## config.mk

```make
export PLATFORM = sky130hd
export DESIGN_NAME = reply_gate_ctrl
export DESIGN_NICKNAME = d
export VERILOG_FILES = /design/src/rtl/reply_gate_pkg.sv /design/src/rtl/rg_tap_timer.sv /design/src/rtl/rg_first_tap.sv /design/src/rtl/rg_delay_pipe.sv /design/src/rtl/rg_close_ctrl.sv /design/src/rtl/reply_gate_ctrl.sv
export SDC_FILE = /design/constraint.sdc
export NUM_CORES = 1
export LEC_CHECK = 0
export ABC_AREA = 1
export BUFFER_PORTS_ARGS = -buffer_cell sky130_fd_sc_hd__buf_2
export CAP_MARGIN = 30
export CORE_ASPECT_RATIO = 0.5
export CORE_MARGIN = 5
export CORE_UTILIZATION = 44
export CTS_BUF_LIST = sky130_fd_sc_hd__clkbuf_8 sky130_fd_sc_hd__clkbuf_16
export CTS_CLUSTER_DIAMETER = 120
export DETAILED_ROUTE_END_ITERATION = 7
export GPL_TIMING_DRIVEN = 0
export PLACE_DENSITY = 0.67
export SLEW_MARGIN = 20
export SYNTH_ARGS = -nofsm -noshare
export SYNTH_HDL_FRONTEND = slang
export SYNTH_HIERARCHICAL = 1
export SYNTH_SLANG_ARGS = --single-unit
```

## constraint.sdc

```tcl
create_clock -name clk -period 2.4 [get_ports clk]
set_clock_uncertainty 0.1 [all_clocks]
set_input_delay 0.48 -clock clk [delete_from_list [all_inputs] [get_ports clk]]
set_output_delay 0.48 -clock clk [all_outputs]
set_load 0.01 [all_outputs]
```

## src/rtl/reply_gate_pkg.sv

```systemverilog
package reply_gate_pkg;

  typedef enum logic [1:0] {
    MODE_1   = 2'b00,
    MODE_3   = 2'b01,
    MODE_ALT = 2'b10,
    MODE_RSV = 2'b11
  } rg_mode_e;

  typedef enum logic [1:0] {
    GS_CLOSED  = 2'd0,
    GS_LISTEN  = 2'd1,
    GS_TIMING  = 2'd2,
    GS_LATCHED = 2'd3
  } rg_state_e;

  typedef enum logic [2:0] {
    CR_TAP_LONG,
    CR_LATCH_SET,
    CR_LATCH_FALL,
    CR_COUNT2,
    CR_COUNT4
  } rg_rule_e;

  // Choose the event that ends the receive window; the order is the priority.
  function automatic rg_rule_e pick_rule(input logic [1:0] m, input logic id, input logic em);
    if (m == MODE_ALT)          return CR_TAP_LONG;
    else if (em)                return CR_COUNT4;
    else if (id && m == MODE_1) return CR_COUNT2;
    else if (id)                return CR_LATCH_FALL;
    else                        return CR_LATCH_SET;
  endfunction

endpackage

```

## src/rtl/rg_tap_timer.sv

```systemverilog
module rg_tap_timer #(
  parameter int LIMIT = 250,
  localparam int W = $clog2(LIMIT + 1)
) (
  input  logic         clk,
  input  logic         rst,
  input  logic         clr,
  input  logic         start,
  input  logic         tick,
  output logic         busy,
  output logic [W-1:0] elapsed
);
  localparam logic [W-1:0] LAST = W'(LIMIT - 1);

  always_ff @(posedge clk) begin
    if (rst || clr) begin
      busy    <= 1'b0;
      elapsed <= '0;
    end else if (start) begin
      busy    <= 1'b1;
      elapsed <= '0;
    end else if (busy && tick) begin
      if (elapsed == LAST) begin
        busy    <= 1'b0;
        elapsed <= '0;
      end else begin
        elapsed <= elapsed + 1'b1;
      end
    end
  end
endmodule

```

## src/rtl/rg_first_tap.sv

```systemverilog
module rg_first_tap #(
  parameter int TAP_SHORT = 220,
  parameter int TAP_LONG  = 250,
  localparam int W = $clog2(TAP_LONG + 1)
) (
  input  logic clk,
  input  logic rst,
  input  logic clr,
  input  logic frm_ok,
  input  logic tick,
  output logic seen_nxt,
  output logic tap_short,
  output logic tap_long
);
  localparam logic [W-1:0] SHORT_LAST = W'(TAP_SHORT - 1);
  localparam logic [W-1:0] LONG_LAST  = W'(TAP_LONG - 1);

  logic         seen_q;
  logic         busy;
  logic [W-1:0] elapsed;
  logic         start;

  assign start = frm_ok && !seen_q;

  rg_tap_timer #(.LIMIT(TAP_LONG)) u_tmr (
    .clk     (clk),
    .rst     (rst),
    .clr     (clr),
    .start   (start),
    .tick    (tick),
    .busy    (busy),
    .elapsed (elapsed)
  );

  assign tap_short = busy && tick && (elapsed == SHORT_LAST);
  assign tap_long  = busy && tick && (elapsed == LONG_LAST);

  always_comb begin
    if (clr) seen_nxt = 1'b0;
    else     seen_nxt = seen_q || frm_ok;
  end

  always_ff @(posedge clk) begin
    if (rst) seen_q <= 1'b0;
    else     seen_q <= seen_nxt;
  end
endmodule

```

## src/rtl/rg_delay_pipe.sv

```systemverilog
module rg_delay_pipe #(
  parameter int SLOTS = 4,
  parameter int DELAY = 220,
  localparam int W = $clog2(DELAY + 1)
) (
  input  logic clk,
  input  logic rst,
  input  logic clr,
  input  logic push,
  input  logic tick,
  output logic fire
);
  localparam logic [W-1:0] LAST = W'(DELAY - 1);

  logic [SLOTS-1:0] busy;
  logic [SLOTS-1:0] load;
  logic [SLOTS-1:0] hit;
  logic [W-1:0]     elapsed [SLOTS];

  // Lowest free slot takes the new copy; a pulse with no free slot is dropped.
  always_comb begin
    logic taken;
    taken = 1'b0;
    load  = '0;
    for (int i = 0; i < SLOTS; i++) begin
      if (push && !busy[i] && !taken) begin
        load[i] = 1'b1;
        taken   = 1'b1;
      end
    end
  end

  for (genvar g = 0; g < SLOTS; g++) begin : g_slot
    rg_tap_timer #(.LIMIT(DELAY)) u_tmr (
      .clk     (clk),
      .rst     (rst),
      .clr     (clr),
      .start   (load[g]),
      .tick    (tick),
      .busy    (busy[g]),
      .elapsed (elapsed[g])
    );
    assign hit[g] = busy[g] && tick && (elapsed[g] == LAST);
  end

  assign fire = |hit;
endmodule

```

## src/rtl/rg_close_ctrl.sv

```systemverilog
module rg_close_ctrl
  import reply_gate_pkg::*;
(
  input  logic       clk,
  input  logic       rst,
  input  logic       clr,
  input  logic [1:0] mode,
  input  logic       ident,
  input  logic       emerg,
  input  logic       tap_short,
  input  logic       tap_long,
  input  logic       pipe_fire,
  input  logic       idp_fall,
  output logic       latch_nxt,
  output logic       close
);
  logic       latch_q;
  logic [1:0] trains_q;
  logic [1:0] trains_nxt;
  logic       is_alt;
  logic       latch_drop;
  rg_rule_e   rule;

  assign is_alt     = (mode == MODE_ALT);
  assign rule       = pick_rule(mode, ident, emerg);
  assign latch_drop = latch_q && idp_fall;

  always_comb begin
    if (clr)                       latch_nxt = 1'b0;
    else if (tap_short && !is_alt) latch_nxt = 1'b1;
    else if (latch_drop)           latch_nxt = 1'b0;
    else                           latch_nxt = latch_q;
  end

  always_comb begin
    if (clr)                       trains_nxt = '0;
    else if (pipe_fire && !is_alt) trains_nxt = trains_q + 2'd1;
    else                           trains_nxt = trains_q;
  end

  always_comb begin
    close = 1'b0;
    if (!clr) begin
      unique case (rule)
        CR_TAP_LONG:   close = tap_long;
        CR_LATCH_SET:  close = tap_short;
        CR_LATCH_FALL: close = latch_drop;
        CR_COUNT2:     close = pipe_fire && (trains_q == 2'd1);
        CR_COUNT4:     close = pipe_fire && (trains_q == 2'd3);
        default:       close = 1'b0;
      endcase
    end
  end

  always_ff @(posedge clk) begin
    if (rst) begin
      latch_q  <= 1'b0;
      trains_q <= '0;
    end else begin
      latch_q  <= latch_nxt;
      trains_q <= trains_nxt;
    end
  end
endmodule

```

## src/rtl/reply_gate_ctrl.sv

```systemverilog
module reply_gate_ctrl
  import reply_gate_pkg::*;
#(
  parameter int TAP_SHORT = 220,
  parameter int TAP_LONG  = 250,
  parameter int SLOTS     = 4
) (
  input  logic       clk,
  input  logic       rst,
  input  logic       tick,
  input  logic [1:0] mode,
  input  logic       ident,
  input  logic       emerg,
  input  logic       frm_stb,
  input  logic       idp_lvl,
  input  logic       arm_stb,
  output logic       rx_en,
  output logic [1:0] gate_state
);
  logic idp_q;
  logic idp_fall;
  logic frm_ok;
  logic seen_nxt;
  logic tap_short;
  logic tap_long;
  logic pipe_fire;
  logic latch_nxt;
  logic close;
  logic en_nxt;
  rg_state_e st_nxt;

  assign frm_ok   = frm_stb && rx_en && !arm_stb;
  assign idp_fall = idp_q && !idp_lvl;

  rg_first_tap #(.TAP_SHORT(TAP_SHORT), .TAP_LONG(TAP_LONG)) u_first (
    .clk       (clk),
    .rst       (rst),
    .clr       (arm_stb),
    .frm_ok    (frm_ok),
    .tick      (tick),
    .seen_nxt  (seen_nxt),
    .tap_short (tap_short),
    .tap_long  (tap_long)
  );

  rg_delay_pipe #(.SLOTS(SLOTS), .DELAY(TAP_SHORT)) u_pipe (
    .clk  (clk),
    .rst  (rst),
    .clr  (arm_stb),
    .push (frm_ok),
    .tick (tick),
    .fire (pipe_fire)
  );

  rg_close_ctrl u_close (
    .clk       (clk),
    .rst       (rst),
    .clr       (arm_stb),
    .mode      (mode),
    .ident     (ident),
    .emerg     (emerg),
    .tap_short (tap_short),
    .tap_long  (tap_long),
    .pipe_fire (pipe_fire),
    .idp_fall  (idp_fall),
    .latch_nxt (latch_nxt),
    .close     (close)
  );

  always_comb begin
    if (arm_stb)    en_nxt = 1'b1;
    else if (close) en_nxt = 1'b0;
    else            en_nxt = rx_en;
  end

  always_comb begin
    if (!en_nxt)        st_nxt = GS_CLOSED;
    else if (latch_nxt) st_nxt = GS_LATCHED;
    else if (seen_nxt)  st_nxt = GS_TIMING;
    else                st_nxt = GS_LISTEN;
  end

  always_ff @(posedge clk) begin
    if (rst) begin
      rx_en      <= 1'b0;
      gate_state <= GS_CLOSED;
      idp_q      <= 1'b0;
    end else begin
      rx_en      <= en_nxt;
      gate_state <= st_nxt;
      idp_q      <= idp_lvl;
    end
  end
endmodule

```

==> impl_results.md, run 1 <==
* WP data arrival at 2.16 ns
* Post_cts resized at 0
* Max Clock Freq at 481 MHz
* Tot Pwr at 1.78 mW
* Clock Path Buffers at 2
* Total grt overflow at 0
* RSZ-0062 raised after global routing: false
* Asr flop ratio synth at 0%
* IO Count at 13
* Top FF cell, synth: dfxtp_1
* Cts hold-fix bufs at 0
* Setup repair bufs after CTS at 0
* Post-route cell area at 3460 µm²
* Post-Syn Area at 3110 µm²
* WL/cell at 10.3 µm
* Hpwl dp at 4230 µm
* FF-to-FF End: gate_state[1]
* Hold WS at 0.307 ns
* CTS Buf Count at 5
* R2r setup slk at 0.47 ns
* Clk Latency, worst-skew pair at 0.28 ns
* Placer Congestion at 0.821
* Final Hold Viols at 0
* GRT Max-Usage Layer: met2
* Minimum clock period at 2.08 ns
* Number of enable flip-flop cells after synthesis at 0
* Row count at 21
* Nets at 467
* Hold Path Cell Cnt at 3
* IO buf count at 12
* Layout area overhead at 11.2%
* Yosys reg bits at 53
* CP Launch Type: input port
* Sequential-to-total area share from yosys stat at 34.1%
* Grt met1 use at 17.2%
* Synthesized Nets at 448
* Setup TNS at 0 ns
* Final WL at 5610 µm
* CTS tree: yes
* CP required at 2.48 ns
* Yosys warns at 6
* Finish-stage setup viols at 0
* Synth area leaders: dfxtp_1 (34%), nor2_1 (9.9%), nand2_1 (9.0%)
* Leakage power at 1.44 nW
* Antenna-violating nets left at 0
* Drt first pass iters at 4
* ANT cells at 0
* GRT Util Overall at 13.0%
* Maximum vdd drop at 0.259 mV
* Final core occ at 51.1%
* Hold Crit Start: idp_lvl
* Worst-Margin Slew at 0.601 ns
* Critical path class: in -> reg
* CTS root buf: clkbuf_16
* Sink Count at 53
* First-pass GRT wire length at 9980 µm
* H-tree depth at 2
* Top-area cell type share of the netlist area at 34.1%
* Via count at 2,548
* Max_cap viols at 0
* Post-DP Area at 3290 µm²
* Via-to-Cell Ratio at 4.68
* Worst hold path type: in -> reg
* Crit Reg-Reg Startpoint: u_pipe/g_slot[0].u_tmr/busy
* Largest net degree at the start of global routing at 25
* Crit-path max FO at 24
* Library cells used by synthesis at 33
* Most common cell in the netlist: nor2_1
* Die extent in x at 129 µm
* Core footprint at 6780 µm²
* Post-Syn Instances at 432
* Commonest cells in the netlist: nor2_1 (82), nand2_1 (75), inv_1 (63), dfxtp_1 (53), nand3_1 (18)
* Met2 GRT Util at 21.8%
* Avg Cell Area, Syn at 7.21 µm²
* Height of the die at 69.5 µm
* Share of layout cells above drive strength 1 at 19.0%
* Clk slew on worst S/H paths at 0.07 ns
* Global Route met3 Usage at 3.46%
* Fin crit share at 86.7%
* Worst Reg2Reg Path Length in Cells at 14
* Final-report max-slew violation count at 0
* DRC at 0
* Outcome: finished clean
* Rel. slew slack at 60.0%
* Worst hold endpoint: idp_q
* Die area at 8960 µm²
* Initial antenna violation count at 0
* Synth area leader: dfxtp_1
* Vias in the first global route at 2,355
* DRT iter0 DRCs at 79
* Starting Density at 45.9%
* Power per cell area at 515 nW/µm²
* Crit path capture type: flip-flop
==> cell usage in the layout (no fill, tap or decap), types with 7 or more instances in the layout <==
cell type / count
nor3_1: 14
nand3_2: 10
nand2_1: 75
nor2_1: 82
nand4_1: 17
a21oi_1: 12
nor2_2: 13
buf_2: 12
nand3_1: 18
nand2_4: 7
dfxtp_1: 53
inv_1: 64
xor2_1: 10
nor2_4: 8
==> layer usage <==
layer,up-vias,share of wire (%)
met5,-,0
met4,0,0.53
met3,2,2.9
met2,19,45
met1,1122,52
li1,1405,-
==> per-stage QoR <==
step	cells	setup slack, ns
floorplan	432	0.771
global placement	536	0.0176
detailed placement	536	0.0112
CTS	544	0.308
global route	544	0.108
finish	544	0.319
==> worst max path at each step <==
| stage | start | end | cells past startpoint | slack (ns) |
|---|---|---|---|---|
| global placement | tick | gate_state[1] | 15 | 0.02 |
| global route | tick | gate_state[1] | 15 | 0.11 |
| finish | tick | gate_state[1] | 15 | 0.32 |
| CTS | tick | gate_state[1] | 15 | 0.31 |
| detailed placement | tick | gate_state[1] | 15 | 0.01 |
| floorplan | u_pipe/g_slot[0].u_tmr/busy | gate_state[0] | 14 | 0.77 |
==> logic make-up (layout without fill, tap and decap cells) <==
group | Yosys count | count (layout) | synth area share [%]
simple gates | 271 | 271 | 47.5
buf+inv | 67 | 87 | 8.08
flops | 53 | 53 | 34.1
compound gates | 24 | 24 | 4.74
xor+xnor | 10 | 10 | 2.81
fa+ha+maj | 6 | 6 | 2.41
mux | 1 | 1 | 0.362
==> worst max-delay path, cell delays in order <==
cell,delay (ns)
buf_2,0.47
nand2_1,0.08
nand3b_1,0.18
nor2_1,0.15
nor2_1,0.05
nand2_1,0.12
nand3_2,0.08
nor2_1,0.10
nor2_1,0.05
a21oi_1,0.13
inv_1,0.05
nand2_1,0.05
nand2_1,0.05
nand2_2,0.07
nor2_1,0.04
==> area by class of cell <==
class | instances | area (µm²)
multi-input cells | 312 | 1800
clock buffers | 6 | 139
fillers | 683 | 3320
flip-flops and latches | 53 | 1060
well taps | 92 | 115
clock inverters | 2 | 33.8
repair buffers | 12 | 60.1
inverters | 67 | 251
==> report_power, final <==
part	internal, mW	switching, mW
clock network	0.517	0.299
registers	0.884	0.00438
logic	0.0233	0.0534
==> flip-flops by register name, summed over array words and instances (netlist names) <==
name                         flops
u_first/u_tmr/elapsed            8
rx_en                            1
u_close/latch_q                  1
idp_q                            1
gate_state                       2
u_pipe/g_slot.u_tmr/elapsed     32
u_first/u_tmr/busy               1
u_first/seen_q                   1
u_close/trains_q                 2
u_pipe/g_slot.u_tmr/busy         4
Note: power is estimated with default switching activity, not from simulation.
==> run 2: changes to the inputs <==
CORE_ASPECT_RATIO = 0.6   (was 0.5)
clock period = 2.3 ns   (was 2.4 ns; I/O delays follow)
==> run 2 against run 1 <==
Net effect:
- hold slack worse by 0.025 ns
- via count is 1.6% higher
- wire length is 8.3% higher
- sequential power is 4.3% higher
- clock-buffer cell count stayed put
- first-iteration DRC count is 94% higher
- setup slack better by 0.024 ns
- register-to-register slack worse by 0.10 ns
- cell area is 0.69% lower
- core utilization is 0.23 points lower
- sequential share of layout area is 0.21 points higher
==> impl_results.md, run 2 (synthesis gave the netlist of run 1 again) <==
* Sink Count at 53 (unchanged)
* Crit-path max FO at 24 (unchanged)
* Crit path max-delay family: simple AND/OR/NAND/NOR gates
* Leakage power at 1.43 nW (-0.75%)
* Antenna-violating nets left at 0 (unchanged)
* Global Route met3 Usage at 4.05% (+0.59 points)
* CP most frequent cell: nand2_1
* Crit-path cells: clkbuf_4, nand2_1, inv_1, nand3_1, nor2_1, nor2_1, nand2_1, nand4_1, nand2_1, nand2_1, a21oi_1, inv_1, nand2_1, nand2_1, nand2_2, nor2_1
* Clock Power Share at 43.3% (-2.5 points)
* Maximum vdd drop at 0.302 mV (+17%)
* Max Clock Freq at 511 MHz
* Via-to-Cell Ratio at 4.80 (+2.6%)
* Max FFs per register at 32 (unchanged)
* Sw power at 395 µW (+11%)
* Internal at 1.38 mW (-3.1%)
* CTS root buf: clkbuf_16
* Drt first pass iters at 4 (unchanged)
* IO Count at 13 (unchanged)
* Worst hold path type: in -> reg
* Setup TNS at 0 ns (unchanged)
* Vias in the first global route at 2,405 (+2.1%)
* Inst Count DP at 531 (-0.93%)
* ANT cells at 0 (unchanged)
* Grt met1 use at 20.6% (+3.4 points)
* Core footprint at 6760 µm² (-0.24%)
* GRT Util Overall at 14.8% (+1.8 points)
* CTS tree: yes
* Clock Path Buffers at 2 (unchanged)
* Worst-Margin Slew at 0.378 ns (-0.223 ns)
* Largest stage delay, worst path at 0.35 ns (-0.12 ns)
* Final WL at 6080 µm (+8.3%)
* IO buf count at 12 (unchanged)
* Most common cell after layout, fill and taps aside: nor2_1
* Row count at 23 (+9.5%)
* Fin crit share at 85.1%
* Crit path capture type: flip-flop
* Placer Congestion at 0.791 (-3.6%)
* Critical-path top delay cell: clkbuf_4
* CP required at 2.39 ns (-0.09 ns)
* Fin cells at 539 (-0.92%)
* Initial antenna violation count at 0 (unchanged)
* Sw Ratio at 22.3% (+2.2 points)
* Die extent in x at 119 µm (-8.0%)
* Worst Reg2Reg Path Length in Cells at 14 (unchanged)
* H-tree depth at 2 (unchanged)
* Biggest register: u_pipe/g_slot.u_tmr/elapsed
* Final Hold Viols at 0 (unchanged)
* Largest regs: u_pipe/g_slot.u_tmr/elapsed x32, u_first/u_tmr/elapsed x8, u_pipe/g_slot.u_tmr/busy x4
* RSZ-0062 raised after global routing: false
* Hold Path Cell Cnt at 3 (unchanged)
* Outcome: finished clean
* Height of the die at 75.2 µm (+8.2%)
* First-pass GRT wire length at 10,800 µm (+8.4%)
* CTS Buf Count at 5 (unchanged)
* Clk slew on worst S/H paths at 0.07 ns (about the same)
* Seq pwr share at 52.2% (+2.3 points)
* Final-report max-slew violation count at 0 (unchanged)
* Starting Density at 46.0% (+0.11 points)
* Hold WS at 0.282 ns (-0.0254 ns)
* Largest net degree at the start of global routing at 25 (unchanged)
* Critical path depth at 16 (+1)
* Hpwl dp at 4700 µm (+11%)
* Nets at 467 (unchanged)
* CP Launch Type: input port
* DRC at 0 (unchanged)
* Most frequent cells in the layout: nor2_1 (82), nand2_1 (75), inv_1 (63)
* Critical path class: in -> reg
* Share of layout cells above drive strength 1 at 19.2% (+0.22 points)
* Minimum clock period at 1.96 ns
* Rel. slew slack at 74.8% (+15 points)
* Comb power frac at 4.6% (+0.3 points)
* Power per cell area at 517 nW/µm² (+0.42%)
* Max_cap viols at 0 (unchanged)
* WL/cell at 11.3 µm (+9.3%)
* DRT iter0 DRCs at 153 (+94%)
* WP data arrival at 2.04 ns (-0.12 ns)
* Finish-stage setup viols at 0 (unchanged)
* Crit path buffers/inverters at 3 (+1)
* Via count at 2,589 (+1.6%)
* GRT Max-Usage Layer: met2
* Total grt overflow at 0 (unchanged)
* Met2 GRT Util at 23.1% (+1.3 points)
* Cts hold-fix bufs at 0 (unchanged)
* Clk Latency, worst-skew pair at 0.29 ns (about the same)
* Layout area overhead at 10.4%
* Tot Pwr at 1.78 mW (-0.27%)
* Die area at 8910 µm² (-0.52%)
## run 2: cell count changes in the layout (fill, tap and decap cells not counted)
cell,previous run,this run
buf_2,12,11
bufinv_16,1,0
clkbuf_4,0,1
clkinv_2,0,1
clkinv_4,0,1
inv_1,64,63
## run 2: final cells by class
class | count | area, µm²
clock buffers | 6 | 139
clock inverters | 2 | 13.8
fillers | 666 | 3330
inverters | 67 | 251
multi-input cells | 312 | 1800
flip-flops and latches | 53 | 1060
well taps | 87 | 109
repair buffers | 12 | 62.6
## run 2: power by group through the flow
stage	clock network, mW	logic [mW]	registers [mW]
6_report	0.768	0.0808	0.927
3_3_place_gp	0	0.0804	0.948
4_1_cts	0.796	0.0816	0.927
5_1_grt	0.840	0.0919	0.928
3_5_place_dp	0	0.0815	0.949
2_1_floorplan	0	0.0440	0.949
## run 2: through the flow
| stage | setup WS (ns) | instance area, µm² | utilization (%) |
|---|---|---|---|
| after detailed placement | -0.102 | 3280 | 48.5 |
| after global routing | 0.0867 | 3440 | 50.8 |
| after CTS | 0.200 | 3430 | 50.8 |
| final | 0.343 | 3440 | 50.8 |
| after global placement | -0.0661 | 3280 | 48.5 |
| after floorplan | 0.671 | 3110 | - |
## run 2: worst paths after layout
path | slack [ns] | end | from
min | 0.28 | idp_q | idp_lvl
min reg2reg | 0.42 | u_first/u_tmr/elapsed[7] | u_first/u_tmr/elapsed[7]
max reg2reg | 0.37 | gate_state[0] | u_pipe/g_slot[0].u_tmr/busy
max | 0.34 | gate_state[0] | tick
## run 2: layer usage
metal  part of all wire (%)  vias up
met5                      0        -
met4                   0.48        0
met3                    4.0        2
met2                     41       32
met1                     54     1147
li1                       -     1408
## run 2: timing repair
| item | CTS | global route |
|---|---|---|
| gates resized for setup | 0 | 1 |
| setup endpoints to repair | 0 | 3 |
| buffers inserted | 0 | 0 |
## run 2: tightest hold or removal path: stages
cell    delay (ns)
buf_2         0.10
inv_1         0.04
nor2_1        0.03
==> run 3: changes to the inputs <==
RECOVER_POWER = 100   (was unset)
==> run 3 against run 2 <==
Net effect:
- clock power about the same
- sequential power is essentially flat
- clock-buffer cell count is the same
- critical endpoint unchanged
- largest cell class unchanged
==> impl_results.md, run 3 (synthesis gave the netlist of run 1 again) <==
* Via-to-Cell Ratio at 4.81 (+0.15%)
* IO buf count at 12 (unchanged)
* Fin crit share at 85.3% (+0.24 points)
* Max_cap viols at 0 (unchanged)
* CTS root buf: clkbuf_16
* Crit path max-delay family: simple AND/OR/NAND/NOR gates
* Maximum vdd drop at 0.303 mV (+0.25%)
* WL/cell at 11.3 µm (+0.43%)
* Tot Pwr at 1.77 mW (-0.25%)
* Worst-Margin Slew at 0.378 ns (+0.000295 ns)
* Starting Density at 46.0% (unchanged)
* Crit-path cells: clkbuf_4, nand2_1, inv_1, nand3_1, nor2_1, nor2_1, nand2_1, nand3_1, nor2_1, nor2_1, a21oi_1, inv_1, nand2_1, nand2_1, nand2_1, nor2_1
* CTS tree: yes
* Height of the die at 75.2 µm (unchanged)
* Sink Count at 53 (unchanged)
* Worst hold path type: in -> reg
* Finish-stage setup viols at 0 (unchanged)
* Largest net degree at the start of global routing at 25 (unchanged)
* Placer Congestion at 0.791 (unchanged)
* Die extent in x at 119 µm (unchanged)
* CP Launch Type: input port
* Final WL at 6100 µm (+0.43%)
* Most frequent cells in the layout: nor2_1 (82), nand2_1 (81), inv_1 (64)
* Largest regs: u_pipe/g_slot.u_tmr/elapsed x32, u_first/u_tmr/elapsed x8, u_pipe/g_slot.u_tmr/busy x4
* Clk Latency, worst-skew pair at 0.29 ns (about the same)
* WP data arrival at 2.05 ns (about the same)
* Crit path capture type: flip-flop
* Setup TNS at 0 ns (unchanged)
* Largest stage delay, worst path at 0.35 ns (about the same)
* CP required at 2.38 ns (about the same)
* CTS Buf Count at 5 (unchanged)
* Critical-path top delay cell: clkbuf_4
* Clock Path Buffers at 2 (unchanged)
* Core footprint at 6760 µm² (unchanged)
* DRT iter0 DRCs at 161 (+5.2%)
* ANT cells at 0 (unchanged)
* Rel. slew slack at 74.8% (about the same)
* Die area at 8910 µm² (unchanged)
* Clk slew on worst S/H paths at 0.07 ns (about the same)
* Power per cell area at 521 nW/µm² (+0.89%)
* Minimum clock period at 1.96 ns (+0.00541 ns)
* Max Clock Freq at 510 MHz (-0.28%)
* Max FFs per register at 32 (unchanged)
* First-pass GRT wire length at 10,800 µm (unchanged)
* Crit-path max FO at 24 (unchanged)
* Biggest register: u_pipe/g_slot.u_tmr/elapsed
* IO Count at 13 (unchanged)
* Critical path class: in -> reg
* Fin cells at 539 (unchanged)
* H-tree depth at 2 (unchanged)
* Crit path buffers/inverters at 3 (unchanged)
* Total grt overflow at 0 (unchanged)
* Outcome: finished clean
* Inst Count DP at 531 (unchanged)
* Nets at 467 (unchanged)
* Final-report max-slew violation count at 0 (unchanged)
* Antenna-violating nets left at 0 (unchanged)
* Row count at 23 (unchanged)
* Vias in the first global route at 2,405 (unchanged)
* Layout area overhead at 9.16%
* Final Hold Viols at 0 (unchanged)
* Share of layout cells above drive strength 1 at 16.2% (-3.1 points)
* Initial antenna violation count at 0 (unchanged)
* DRC at 0 (unchanged)
* Leakage power at 1.41 nW (-1.2%)
* RSZ-0062 raised after global routing: false
* Most common cell after layout, fill and taps aside: nor2_1
* Hpwl dp at 4700 µm (unchanged)
* GRT Util Overall at 14.8% (unchanged)
* Drt first pass iters at 4 (unchanged)
* Cts hold-fix bufs at 0 (unchanged)
* Via count at 2,593 (+0.15%)
==> run 3: cell types whose count changed in the layout (fill, tap and decap cells not counted), moves of 4 or more <==
cell      delta
buf_2        -4
nand2_2      -5
clkbuf_1     +4
nand2_1      +6
==> run 3: repair_timing <==
action / in CTS / in global routing
endpoints found under the setup margin: 0 / 3
setup buffers: 0 / 0
resized for setup: 0 / 1
==> run 3: layer usage <==
metal  vias up  global-route usage, %  part of all wire [%]
met5         -                      0                     0
met4         0                   3.65                  0.48
met3         2                   4.05                   4.4
met2        31                   23.1                    41
met1      1154                   20.6                    54
li1       1406                      -                     -
==> run 3: final cells by class <==
cell class / instances / area [µm²]
clock buffer: 6 / 139
sequential: 53 / 1060
multi-input combinational: 312 / 1770
timing repair buffer: 12 / 57.6
fill: 676 / 3360
tap: 87 / 109
inverter: 67 / 251
clock inverter: 2 / 13.8
==> run 3: worst paths after layout <==
path / from / endpoint / slack (ns) / cells after the start
max: tick / gate_state[0] / 0.34 / 16
min: idp_lvl / idp_q / 0.28 / 3
max reg2reg: u_pipe/g_slot[1].u_tmr/busy / gate_state[0] / 0.36 / 15
min reg2reg: u_first/u_tmr/elapsed[7] / u_first/u_tmr/elapsed[7] / 0.42 / 2
==> run 3: power by group <==
| part | switching [mW] | total [mW] | internal [mW] |
|---|---|---|---|
| Clock | 0.335 | 0.768 | 0.434 |
| Combinational | 0.0540 | 0.0761 | 0.0220 |
| Sequential | 0.00471 | 0.927 | 0.922 |
==> run 3: tightest hold or removal path: stages <==
cell	delay (ns)
buf_2	0.10
inv_1	0.04
nor2_1	0.03
==> run 3: through the flow <==
| step | utilization [%] | hold WS (ns) | setup slack, ns | instance area (µm²) |
|---|---|---|---|---|
| after floorplan | - | 0.385 | 0.671 | 3110 |
| final | 50.2 | 0.281 | 0.337 | 3400 |
| after CTS | 50.8 | 0.277 | 0.200 | 3430 |
| after global routing | 50.2 | 0.290 | 0.0463 | 3400 |
| after global placement | 48.5 | 0.401 | -0.0661 | 3280 |
| after detailed placement | 48.5 | 0.409 | -0.102 | 3280 |
